**config.mk**
```make
export PLATFORM = sky130hd
export DESIGN_NAME = trg_unit
export DESIGN_NICKNAME = d
export VERILOG_FILES = /design/src/rtl/trg_pkg.sv /design/src/rtl/trg_cfg_bank.sv /design/src/rtl/trg_match.sv /design/src/rtl/trg_chain.sv /design/src/rtl/trg_unit.sv
export SDC_FILE = /design/constraint.sdc
export NUM_CORES = 2
export LEC_CHECK = 0
export BUFFER_PORTS_ARGS = -buffer_cell sky130_fd_sc_hd__buf_2
export CAP_MARGIN = 5
export CORE_MARGIN = 2
export CORE_UTILIZATION = 30
export CTS_CLUSTER_DIAMETER = 30
export CTS_CLUSTER_SIZE = 16
export DETAILED_ROUTE_END_ITERATION = 6
export SYNTH_ARGS = -nofsm -noshare
export SYNTH_HDL_FRONTEND = slang
export SYNTH_SLANG_ARGS = --single-unit
```
**constraint.sdc**
```tcl
create_clock -name clk -period 7.21 [get_ports clk]
set_clock_uncertainty 0.1 [all_clocks]
set_input_delay 2.163 -clock clk [delete_from_list [all_inputs] [get_ports clk]]
set_output_delay 2.163 -clock clk [all_outputs]
set_load 0.02 [all_outputs]
```
**src/rtl/trg_pkg.sv**
```systemverilog
package trg_pkg;
  localparam int XLEN   = 64;
  localparam int NTRIG  = 10;
  localparam int NGRP   = NTRIG / 2;
  localparam int NFETCH = 4;
  localparam int NMEM   = NTRIG - NFETCH;
  localparam int FIDX_W = $clog2(NFETCH);
  localparam int MIDX_W = $clog2(NMEM);
  localparam int CFGW   = XLEN + 6;
  localparam int STST_GRP = 1;

  typedef enum logic [1:0] {SRC_FETCH = 2'd0, SRC_LOAD = 2'd1, SRC_STORE = 2'd2} src_e;

  typedef struct packed {
    logic [XLEN-1:0] val;
    logic            chain;
    logic            action;
    logic            timing;
    logic            sel;
    logic [1:0]      mtype;
  } cfg_t;

  function automatic src_e trig_src(input int i);
    case (i)
      2, 3, 7: return SRC_STORE;
      4, 5, 9: return SRC_LOAD;
      default: return SRC_FETCH;
    endcase
  endfunction

  // position of a trigger within its write port
  function automatic int port_slot(input int i);
    case (i)
      0, 2:    return 0;
      1, 3:    return 1;
      4, 6:    return 2;
      5, 8:    return 3;
      7:       return 4;
      9:       return 5;
      default: return 0;
    endcase
  endfunction

  function automatic int fetch_trig(input int j);
    return (j < 2) ? j : ((j == 2) ? 6 : 8);
  endfunction

  function automatic int mem_trig(input int k);
    return (k < 4) ? k + 2 : ((k == 4) ? 7 : 9);
  endfunction

  function automatic logic cmp_hit(input cfg_t c, input logic [XLEN-1:0] a);
    logic [XLEN-1:0] m;
    m = c.val ^ (c.val + 1'b1);
    case (c.mtype)
      2'd0:    return a == c.val;
      2'd1:    return (a & ~m) == (c.val & ~m);
      2'd2:    return a >= c.val;
      default: return a < c.val;
    endcase
  endfunction
endpackage

```
**src/rtl/trg_cfg_bank.sv**
```systemverilog
module trg_cfg_bank
  import trg_pkg::*;
(
  input  logic                     clk,
  input  logic                     rst_n,
  input  logic                     fcfg_vld,
  input  logic [FIDX_W-1:0]        fcfg_idx,
  input  logic [CFGW-1:0]          fcfg_word,
  input  logic                     mcfg_vld,
  input  logic [MIDX_W-1:0]        mcfg_idx,
  input  logic [CFGW-1:0]          mcfg_word,
  output cfg_t [NTRIG-1:0]         cfg_q,
  output logic [NTRIG-1:0]         armed_q
);
  for (genvar i = 0; i < NTRIG; i++) begin : g_reg
    localparam bit IS_F = (trig_src(i) == SRC_FETCH);
    localparam int SLOT = port_slot(i);
    logic we;
    if (IS_F) begin : g_f
      assign we = fcfg_vld && (fcfg_idx == FIDX_W'(SLOT));
    end else begin : g_m
      assign we = mcfg_vld && (mcfg_idx == MIDX_W'(SLOT));
    end
    always_ff @(posedge clk) begin
      if (!rst_n) begin
        cfg_q[i]   <= '0;
        armed_q[i] <= 1'b0;
      end else if (we) begin
        cfg_q[i]   <= IS_F ? cfg_t'(fcfg_word) : cfg_t'(mcfg_word);
        armed_q[i] <= 1'b1;
      end
    end
  end
endmodule

```
**src/rtl/trg_match.sv**
```systemverilog
module trg_match
  import trg_pkg::*;
(
  input  cfg_t [NTRIG-1:0]  cfg,
  input  logic [NTRIG-1:0]  armed,
  input  logic              fetch_vld,
  input  logic [XLEN-1:0]   fetch_pc,
  input  logic              ld_vld,
  input  logic [XLEN-1:0]   ld_addr,
  input  logic              st_vld,
  input  logic [XLEN-1:0]   st_addr,
  output logic [NTRIG-1:0]  raw_hit
);
  for (genvar i = 0; i < NTRIG; i++) begin : g_cmp
    localparam src_e SRC = trig_src(i);
    logic            ev;
    logic [XLEN-1:0] adr;
    if (SRC == SRC_FETCH) begin : g_f
      assign ev = fetch_vld; assign adr = fetch_pc;
    end else if (SRC == SRC_LOAD) begin : g_l
      assign ev = ld_vld;    assign adr = ld_addr;
    end else begin : g_s
      assign ev = st_vld;    assign adr = st_addr;
    end
    assign raw_hit[i] = ev && armed[i] && !cfg[i].sel && cmp_hit(cfg[i], adr);
  end
endmodule

```
**src/rtl/trg_chain.sv**
```systemverilog
module trg_chain
  import trg_pkg::*;
(
  input  cfg_t [NTRIG-1:0]  cfg,
  input  logic [NTRIG-1:0]  raw_hit,
  output logic [NGRP-1:0]   grp_chain,
  output logic [NTRIG-1:0]  fire_now,
  output logic [NTRIG-1:0]  fire_next
);
  for (genvar g = 0; g < NGRP; g++) begin : g_pair
    localparam int E = 2 * g;
    localparam int O = 2 * g + 1;
    logic both, fe, fo;
    if (g == STST_GRP) begin : g_nochain
      assign grp_chain[g] = 1'b0;
    end else begin : g_chain
      assign grp_chain[g] = cfg[E].chain;
    end
    assign both = raw_hit[E] && raw_hit[O] && (cfg[E].timing == cfg[O].timing);
    assign fe   = grp_chain[g] ? both : raw_hit[E];
    assign fo   = grp_chain[g] ? both : raw_hit[O];
    assign fire_now[E]  = fe && !cfg[E].timing;
    assign fire_next[E] = fe &&  cfg[E].timing;
    assign fire_now[O]  = fo && !cfg[O].timing;
    assign fire_next[O] = fo &&  cfg[O].timing;
  end
endmodule

```
**src/rtl/trg_unit.sv**
```systemverilog
module trg_unit
  import trg_pkg::*;
(
  input  logic                clk,
  input  logic                rst_n,
  input  logic                fcfg_vld,
  input  logic [FIDX_W-1:0]   fcfg_idx,
  input  logic [CFGW-1:0]     fcfg_word,
  input  logic                mcfg_vld,
  input  logic [MIDX_W-1:0]   mcfg_idx,
  input  logic [CFGW-1:0]     mcfg_word,
  input  logic                fetch_vld,
  input  logic [XLEN-1:0]     fetch_pc,
  input  logic                ld_vld,
  input  logic [XLEN-1:0]     ld_addr,
  input  logic                st_vld,
  input  logic [XLEN-1:0]     st_addr,
  output logic [NFETCH-1:0]   fetch_fire_now,
  output logic [NFETCH-1:0]   fetch_fire_next,
  output logic [NMEM-1:0]     mem_fire_now,
  output logic [NMEM-1:0]     mem_fire_next,
  output logic                hit_any,
  output logic                hit_dbg
);
  cfg_t [NTRIG-1:0] cfg_q;
  logic [NTRIG-1:0] armed_q;
  logic [NTRIG-1:0] raw_hit;
  logic [NGRP-1:0]  grp_chain;
  logic [NTRIG-1:0] fire_now, fire_next;
  logic [NTRIG-1:0] trg_timing, trg_sel, trg_action;
  logic [NTRIG-1:0] now_q, next_q;

  for (genvar i = 0; i < NTRIG; i++) begin : g_fld
    assign trg_timing[i] = cfg_q[i].timing;
    assign trg_sel[i]    = cfg_q[i].sel;
    assign trg_action[i] = cfg_q[i].action;
  end

  trg_cfg_bank u_bank (
    .clk, .rst_n, .fcfg_vld, .fcfg_idx, .fcfg_word,
    .mcfg_vld, .mcfg_idx, .mcfg_word, .cfg_q, .armed_q
  );

  trg_match u_match (
    .cfg(cfg_q), .armed(armed_q), .fetch_vld, .fetch_pc,
    .ld_vld, .ld_addr, .st_vld, .st_addr, .raw_hit
  );

  trg_chain u_chain (
    .cfg(cfg_q), .raw_hit, .grp_chain, .fire_now, .fire_next
  );

  always_ff @(posedge clk) begin
    if (!rst_n) begin
      now_q   <= '0;
      next_q  <= '0;
      hit_any <= 1'b0;
      hit_dbg <= 1'b0;
    end else begin
      now_q   <= fire_now;
      next_q  <= fire_next;
      hit_any <= |(fire_now | fire_next);
      hit_dbg <= |((fire_now | fire_next) & trg_action);
    end
  end

  for (genvar j = 0; j < NFETCH; j++) begin : g_fout
    assign fetch_fire_now[j]  = now_q[fetch_trig(j)];
    assign fetch_fire_next[j] = next_q[fetch_trig(j)];
  end
  for (genvar k = 0; k < NMEM; k++) begin : g_mout
    assign mem_fire_now[k]  = now_q[mem_trig(k)];
    assign mem_fire_next[k] = next_q[mem_trig(k)];
  end
endmodule

```
* Yosys cells after proc, flatten, opt, wreduce, memory -nomap -nowiden
Index checks and enable logic that the tools add are counted.
** Storage, ports and cells
- Bits of input ports :: 344
- Output and inout bits :: 22
- Bits in registers :: 726
** Cells by class
- Order comparisons :: 20
- $add $sub $neg :: 10
- Equality and inequality tests :: 52
- Reductions and logical operators :: 102
- Muxes and demuxes :: 18
- Bitwise gates (word level) :: 42
** Operator list (number)
- $and A64 B64 Y64 :: 20
- $eq A64 B64 Y1 :: 20
- $add A64 B1 Y64 const B :: 10
- $ge A64 B64 Y1 :: 10
- $lt A64 B64 Y1 :: 10
- $not A64 Y64 :: 10
- $xor A64 B64 Y64 :: 10
- $logic_and A1 B1 Y1 :: 68
- $pmux W1 S3 :: 10
- $eq A2 B2 Y1 const B :: 12
- $eq A2 B1 Y1 const B :: 11
- $logic_not A2 Y1 :: 11
- $logic_not A1 Y1 :: 20
- $reduce_or A10 Y1 :: 2
- $and A10 B10 Y10 :: 1
- $or A10 B10 Y10 :: 1
- $mux W1 :: 8
- $eq A3 B2 Y1 const B :: 2
- $eq A3 B3 Y1 const B :: 2
- $eq A1 B1 Y1 :: 4
- $eq A3 B1 Y1 const B :: 1
- $logic_not A3 Y1 :: 1

* Longest topological paths before layout
- Depth after elaboration :: 14
- Depth in mapped cells :: 27

* By module
A second synthesis with hierarchy kept.
** Unflattened totals
- Cells, all modules :: 8727
- Area total of the unflattened synthesis :: 70940.5 um^2
** By module, submodules not included
- trg_match :: area an instance 44103.5 um^2, instances 1, cells an instance 6166
- trg_cfg_bank :: area an instance 25839.8 um^2, instances 1, cells an instance 2453
- trg_unit :: area an instance 715.7 um^2, instances 1, cells an instance 66
- trg_chain :: area an instance 281.5 um^2, instances 1, cells an instance 42

* Least setup slack after synthesis
Ideal clock, no wire load.
- Path type :: flip-flop to flip-flop
- Start :: register, netlist name u_bank.cfg_q[358]
- End :: register hit_dbg
- Cell stages (with the launch flop) :: 25
- Setup slack :: 1.939 ns
- Path buffers :: 0
- Arrival time :: 5.111 ns
- Period minus slack after synthesis :: 5.271 ns
- Setup time :: 0.060 ns
- Cells stage by stage :: dfxtp_1 -> inv_1 -> nor3_1 -> nand4_1 -> nor4_2 -> nand4_1 -> or2_2 -> nor2_2 -> inv_1 -> nor2_1 -> inv_1 -> nor2_1 -> and3_1 -> nand3_1 -> ha_1 -> xor2_1 -> nand2_1 -> a22o_1 -> nor4_1 -> nand4_1 -> or4_1 -> o211a_1 -> a2111oi_2 -> a2111o_1 -> o41a_1
** On the way
- Cells in the longest elaborated chain, start to end :: 14
** Ends and longest elaborated chain
- $add A64 B1 Y64 :: line trg_pkg.sv:54 : m = c.val ^ (c.val + 1'b1);
- $xor A64 B64 Y64 :: line trg_pkg.sv:54
- $not A64 Y64 :: line trg_pkg.sv:57 : 2'd1: return (a & ~m) == (c.val & ~m);
- $and A64 B64 Y64 :: line trg_pkg.sv:57
- $eq A64 B64 Y1 :: line trg_pkg.sv:57
- $pmux W1 S3 * :: line trg_pkg.sv:55 : case (c.mtype)
- $logic_and A1 B1 Y1 * :: line trg_match.sv:25 : assign raw_hit[i] = ev && armed[i] && !cfg[i].sel && cmp_hit(cfg[i], adr);
- $logic_and A1 B1 Y1 (2 in a row) :: line trg_chain.sv:19 : assign both = raw_hit[E] && raw_hit[O] && (cfg[E].timing == cfg[O].timing);
- $mux W1, on equally long branches :: line trg_chain.sv:20, trg_chain.sv:21
- $logic_and A1 B1 Y1, on equally long branches
- $or A10 B10 Y10 * :: line trg_unit.sv:63 : hit_dbg <= |((fire_now | fire_next) & trg_action);
- $and A10 B10 Y10 * :: line trg_unit.sv:63
- $reduce_or A10 Y1 * :: line trg_unit.sv:63
- end signal, assigned :: line trg_unit.sv:63
- end, declared :: line trg_unit.sv:23 : output logic hit_dbg
Mark *: on every way between the ends. The rest lies on a longest branch, timed or not.
A chain may end at the register's enable or synchronous reset.

* Worst setup path in the final report
- Start :: register, netlist name u_bank.cfg_q[518]
- End :: register hit_dbg
** On the way
- Cells in the longest elaborated chain, start to end :: 14
** Ends and longest elaborated chain (line)
- $add A64 B1 Y64 :: trg_pkg.sv:54
- $xor A64 B64 Y64 :: trg_pkg.sv:54
- $not A64 Y64 :: trg_pkg.sv:57
- $and A64 B64 Y64 :: trg_pkg.sv:57
- $eq A64 B64 Y1 :: trg_pkg.sv:57
- $pmux W1 S3 * :: trg_pkg.sv:55
- $logic_and A1 B1 Y1 * :: trg_match.sv:25
- $logic_and A1 B1 Y1 (2 in a row) :: trg_chain.sv:19
- $mux W1, on equally long branches :: trg_chain.sv:20, trg_chain.sv:21
- $logic_and A1 B1 Y1, on equally long branches
- $or A10 B10 Y10 * :: trg_unit.sv:63
- $and A10 B10 Y10 * :: trg_unit.sv:63
- $reduce_or A10 Y1 * :: trg_unit.sv:63
Marked as above.

==> metrics <==
YS warnings 0; Cell Area, Synth 0.0708 mm2; hold depth 1; share of power burned in registers 26.5%; Final Wtd Congestion 1.04; Max-Cap Viols 0; Clock transition at path regs 0.04 ns; drt initial violations 6397; CTS tree yes; Layout area overhead 18.5%; clock network power share 58.4%; ys async rst share 0%; vias in the first global route 61.5k; Hold Path End now_q[3]; Nets 11.3k; crit path kind flop to flop; clk buf depth 3; first-pass GRT wire length 427000 um; Seq/Total Area, Yosys 20.5%; status finished, violations left; DR vias/cell 5.18; min-delay src u_bank.cfg_q[213]; total internal power 11.5 mW; root buffer cell clkbuf_16; failing checks DRC; fill cell count 24.7k; Total GRT Usage 23.8%; DR vias 67.7k; Seq cells post-synth 726; Primary FF master, synth dfxtp_1; syn_nets 10.9k; fmax 0.148 GHz; Final TNS setup 0 ns; number of flops mapped to enable cells by yosys 0; die area 0.240 mm2; RSZ-0062 raised after global routing false; Num CTS Buffers 197; cells after synthesis 9311; Top Ports 366; length of routed met2 wiring 134000 um; Worst Tran Pin Value 1.10 ns; DRC viols 2; Initial Util 30.2%; die width 490 um; Worst R2R Start u_bank.cfg_q[518]; Pleak 32.1 nW; post-layout min period 6.75 ns; Slew Limit Fails 0; Max VDD drop 214 uV; Reg2Reg Depth 24; CP Launch Type flop; Worst R2R Setup Slack 0.46 ns; Syn Area/Cell 7.61 um2; core area 0.235 mm2; Final Setup Violations 0; met3 routed WL 23600 um; CTS-repair resized insts 0; WL final 297000 um; DIE HEIGHT 490 um; Post-CTS Setup Inserts 0; post-route ant nets 0; combinational share of power 15.1%; Clk Latency, worst-skew pair 0.86 ns; Max-slew headroom 26.1%; Period Utilization, post-route 93.7%; share of layout cells above drive strength 1 9.08%; row count 178; final core utilization 35.7%; hpwl dp 242000 um; H-tree levels 4; largest net degree at the start of global routing 173; Reg2Reg Capture Point hit_dbg; Fin. Hold Viols 0; routed length per instance 22.7 um; Max Used Layer met5; wl on met1 123000 um; crit-path max FO 7; switch share 29.1%; Synth cell types 89; P per Cell Area 194 mW/mm2; Net Switching 4.74 mW; clk sink count 726; worst endpoint data arrival time 7.42 ns; total grt overflow 0; Hold Crit Class flop to flop; Initial DRT Pass Iterations 7; WP data required 7.88 ns; Port Buf Inserts 365; initial antenna violation count 93; cts hold-fix bufs 0; Worst Setup End Kind flop
[final cells by class]
class | count | area, um2 | share of cell area [%]
Inverter | 798 | 3000 | 3.57
Tap cell | 3150 | 3940 | 4.69
Multi-Input combinational cell | 7532 | 52500 | 62.5
Clock inverter | 116 | 1800 | 2.14
Clock buffer | 256 | 5480 | 6.53
Sequential cell | 726 | 14500 | 17.3
Timing Repair Buffer | 470 | 2680 | 3.19
Antenna cell | 26 | 65.1 | 0.0775
[placed cells by master, fill, tap and decap left out, types with 26 or more instances in the layout]
cell type,n
xnor2_1,350
ha_1,1271
clkbuf_16,197
bufinv_16,33
diode_2,26
dfxtp_1,726
nor3_1,95
inv_1,794
and4_1,39
nor4_1,154
a221oi_1,33
nor2_1,167
a21oi_1,271
nand4_1,302
xor2_1,796
a21boi_0,703
or3_1,40
clkbuf_1,26
nand2_1,2433
buf_4,101
clkbuf_8,33
and3_1,56
a21o_1,42
nand3_1,288
clkinv_2,30
o21ai_0,115
buf_2,364
[power by group through the flow]
stage	Sequential, mW	Clock [mW]	Combinational [mW]
floorplan	4.32	0	1.37
global placement	4.38	0	2.40
detailed placement	4.38	0	2.40
CTS	4.31	9.60	2.42
global route	4.33	9.83	2.66
finish	4.31	9.49	2.46
[through the flow]
step                      area (um2)  power (mW)  hold slack, ns  cells  setup WS (ns)
after floorplan                70800        5.69           0.303   9311           1.94
after global placement         76600        6.78           0.319  12676          0.462
after detailed placement       76600        6.78           0.319  12676          0.559
after CTS                      83900        16.3           0.325  13048          0.501
after global routing           83900        16.8           0.362  13054         0.0245
final                          84000        16.3           0.325  13074          0.455
[cells in the mapped netlist, types with 42 or more instances]
library cell | number | area share [%]
nor3_1 | 96 | 0.68
xnor2_1 | 350 | 4.3
xor2_1 | 796 | 9.8
nand3_1 | 292 | 2.1
a21oi_1 | 271 | 1.9
dfxtp_1 | 726 | 21
clkbuf_1 | 247 | 1.3
nor4_1 | 156 | 1.4
o21ai_0 | 115 | 0.81
ha_1 | 1271 | 22
and3_1 | 60 | 0.53
inv_1 | 794 | 4.2
nand4_1 | 302 | 2.7
nand2_1 | 2435 | 13
a21boi_0 | 703 | 7.4
nor2_1 | 169 | 0.90
a21o_1 | 42 | 0.45
[logic make-up (layout without fill, tap and decap cells)]
family                     Yosys count  count (layout)  synth area share, %
xor gates and xnor gates          1146            1146                 14.2
adders and majority gates         1271            1271                 22.4
DFF                                726             726                 20.5
muxes                                4               4               0.0618
other                                0              26                    0
and+or+nand+nor                   3744            3744                 23.9
buffers and inverters             1053            1640                 5.59
AOI/OAI and AO/OA                 1367            1367                 13.4
[critical path: stages (launching register included)]
cell and delay, ns:
dfxtp_1 0.48, inv_1 0.14, nor4_1 0.43, and3_1 0.32, and4_1 0.29, and4_1 0.33, nand2b_1 0.15, nor3_2 0.38
and3_1 0.28, nor2b_1 0.30, nor2b_1 0.33, nand2_1 0.11, ha_1 0.29, xor2_1 0.15, nand2_1 0.08, xnor2_1 0.16
nor4_1 0.61, nand4_1 0.19, nor4_1 0.42, nor3_1 0.10, buf_4 0.18, nor2_1 0.19, a21boi_0 0.19, o32ai_1 0.29
o41a_1 0.18
[per-layer routing]
metal / track usage [%] / up-vias
met4: 11.5 / 26
met3: 4.60 / 665
met5: 0 / -
met2: 38.6 / 2526
met1: 30.2 / 31841
li1: - / 32657
[sequential cells by signal, indices dropped and copies added (netlist names)]
| name | count |
|---|---|
| hit_dbg | 1 |
| u_bank.armed_q | 10 |
| hit_any | 1 |
| now_q | 10 |
| u_bank.cfg_q | 694 |
| next_q | 10 |
[worst max path at each step]
| stage | slack (ns) | startpoint | end | depth (start not counted) |
|---|---|---|---|---|
| after floorplan | 1.94 | u_bank.cfg_q[358] | hit_dbg | 24 |
| after global placement | 0.46 | u_bank.cfg_q[518] | hit_dbg | 24 |
| after detailed placement | 0.56 | u_bank.cfg_q[518] | hit_dbg | 24 |
| after CTS | 0.50 | u_bank.cfg_q[518] | hit_dbg | 24 |
| after global routing | 0.02 | u_bank.cfg_q[518] | hit_dbg | 24 |
| final | 0.46 | u_bank.cfg_q[518] | hit_dbg | 24 |
Power figures use the tool's default switching activity.
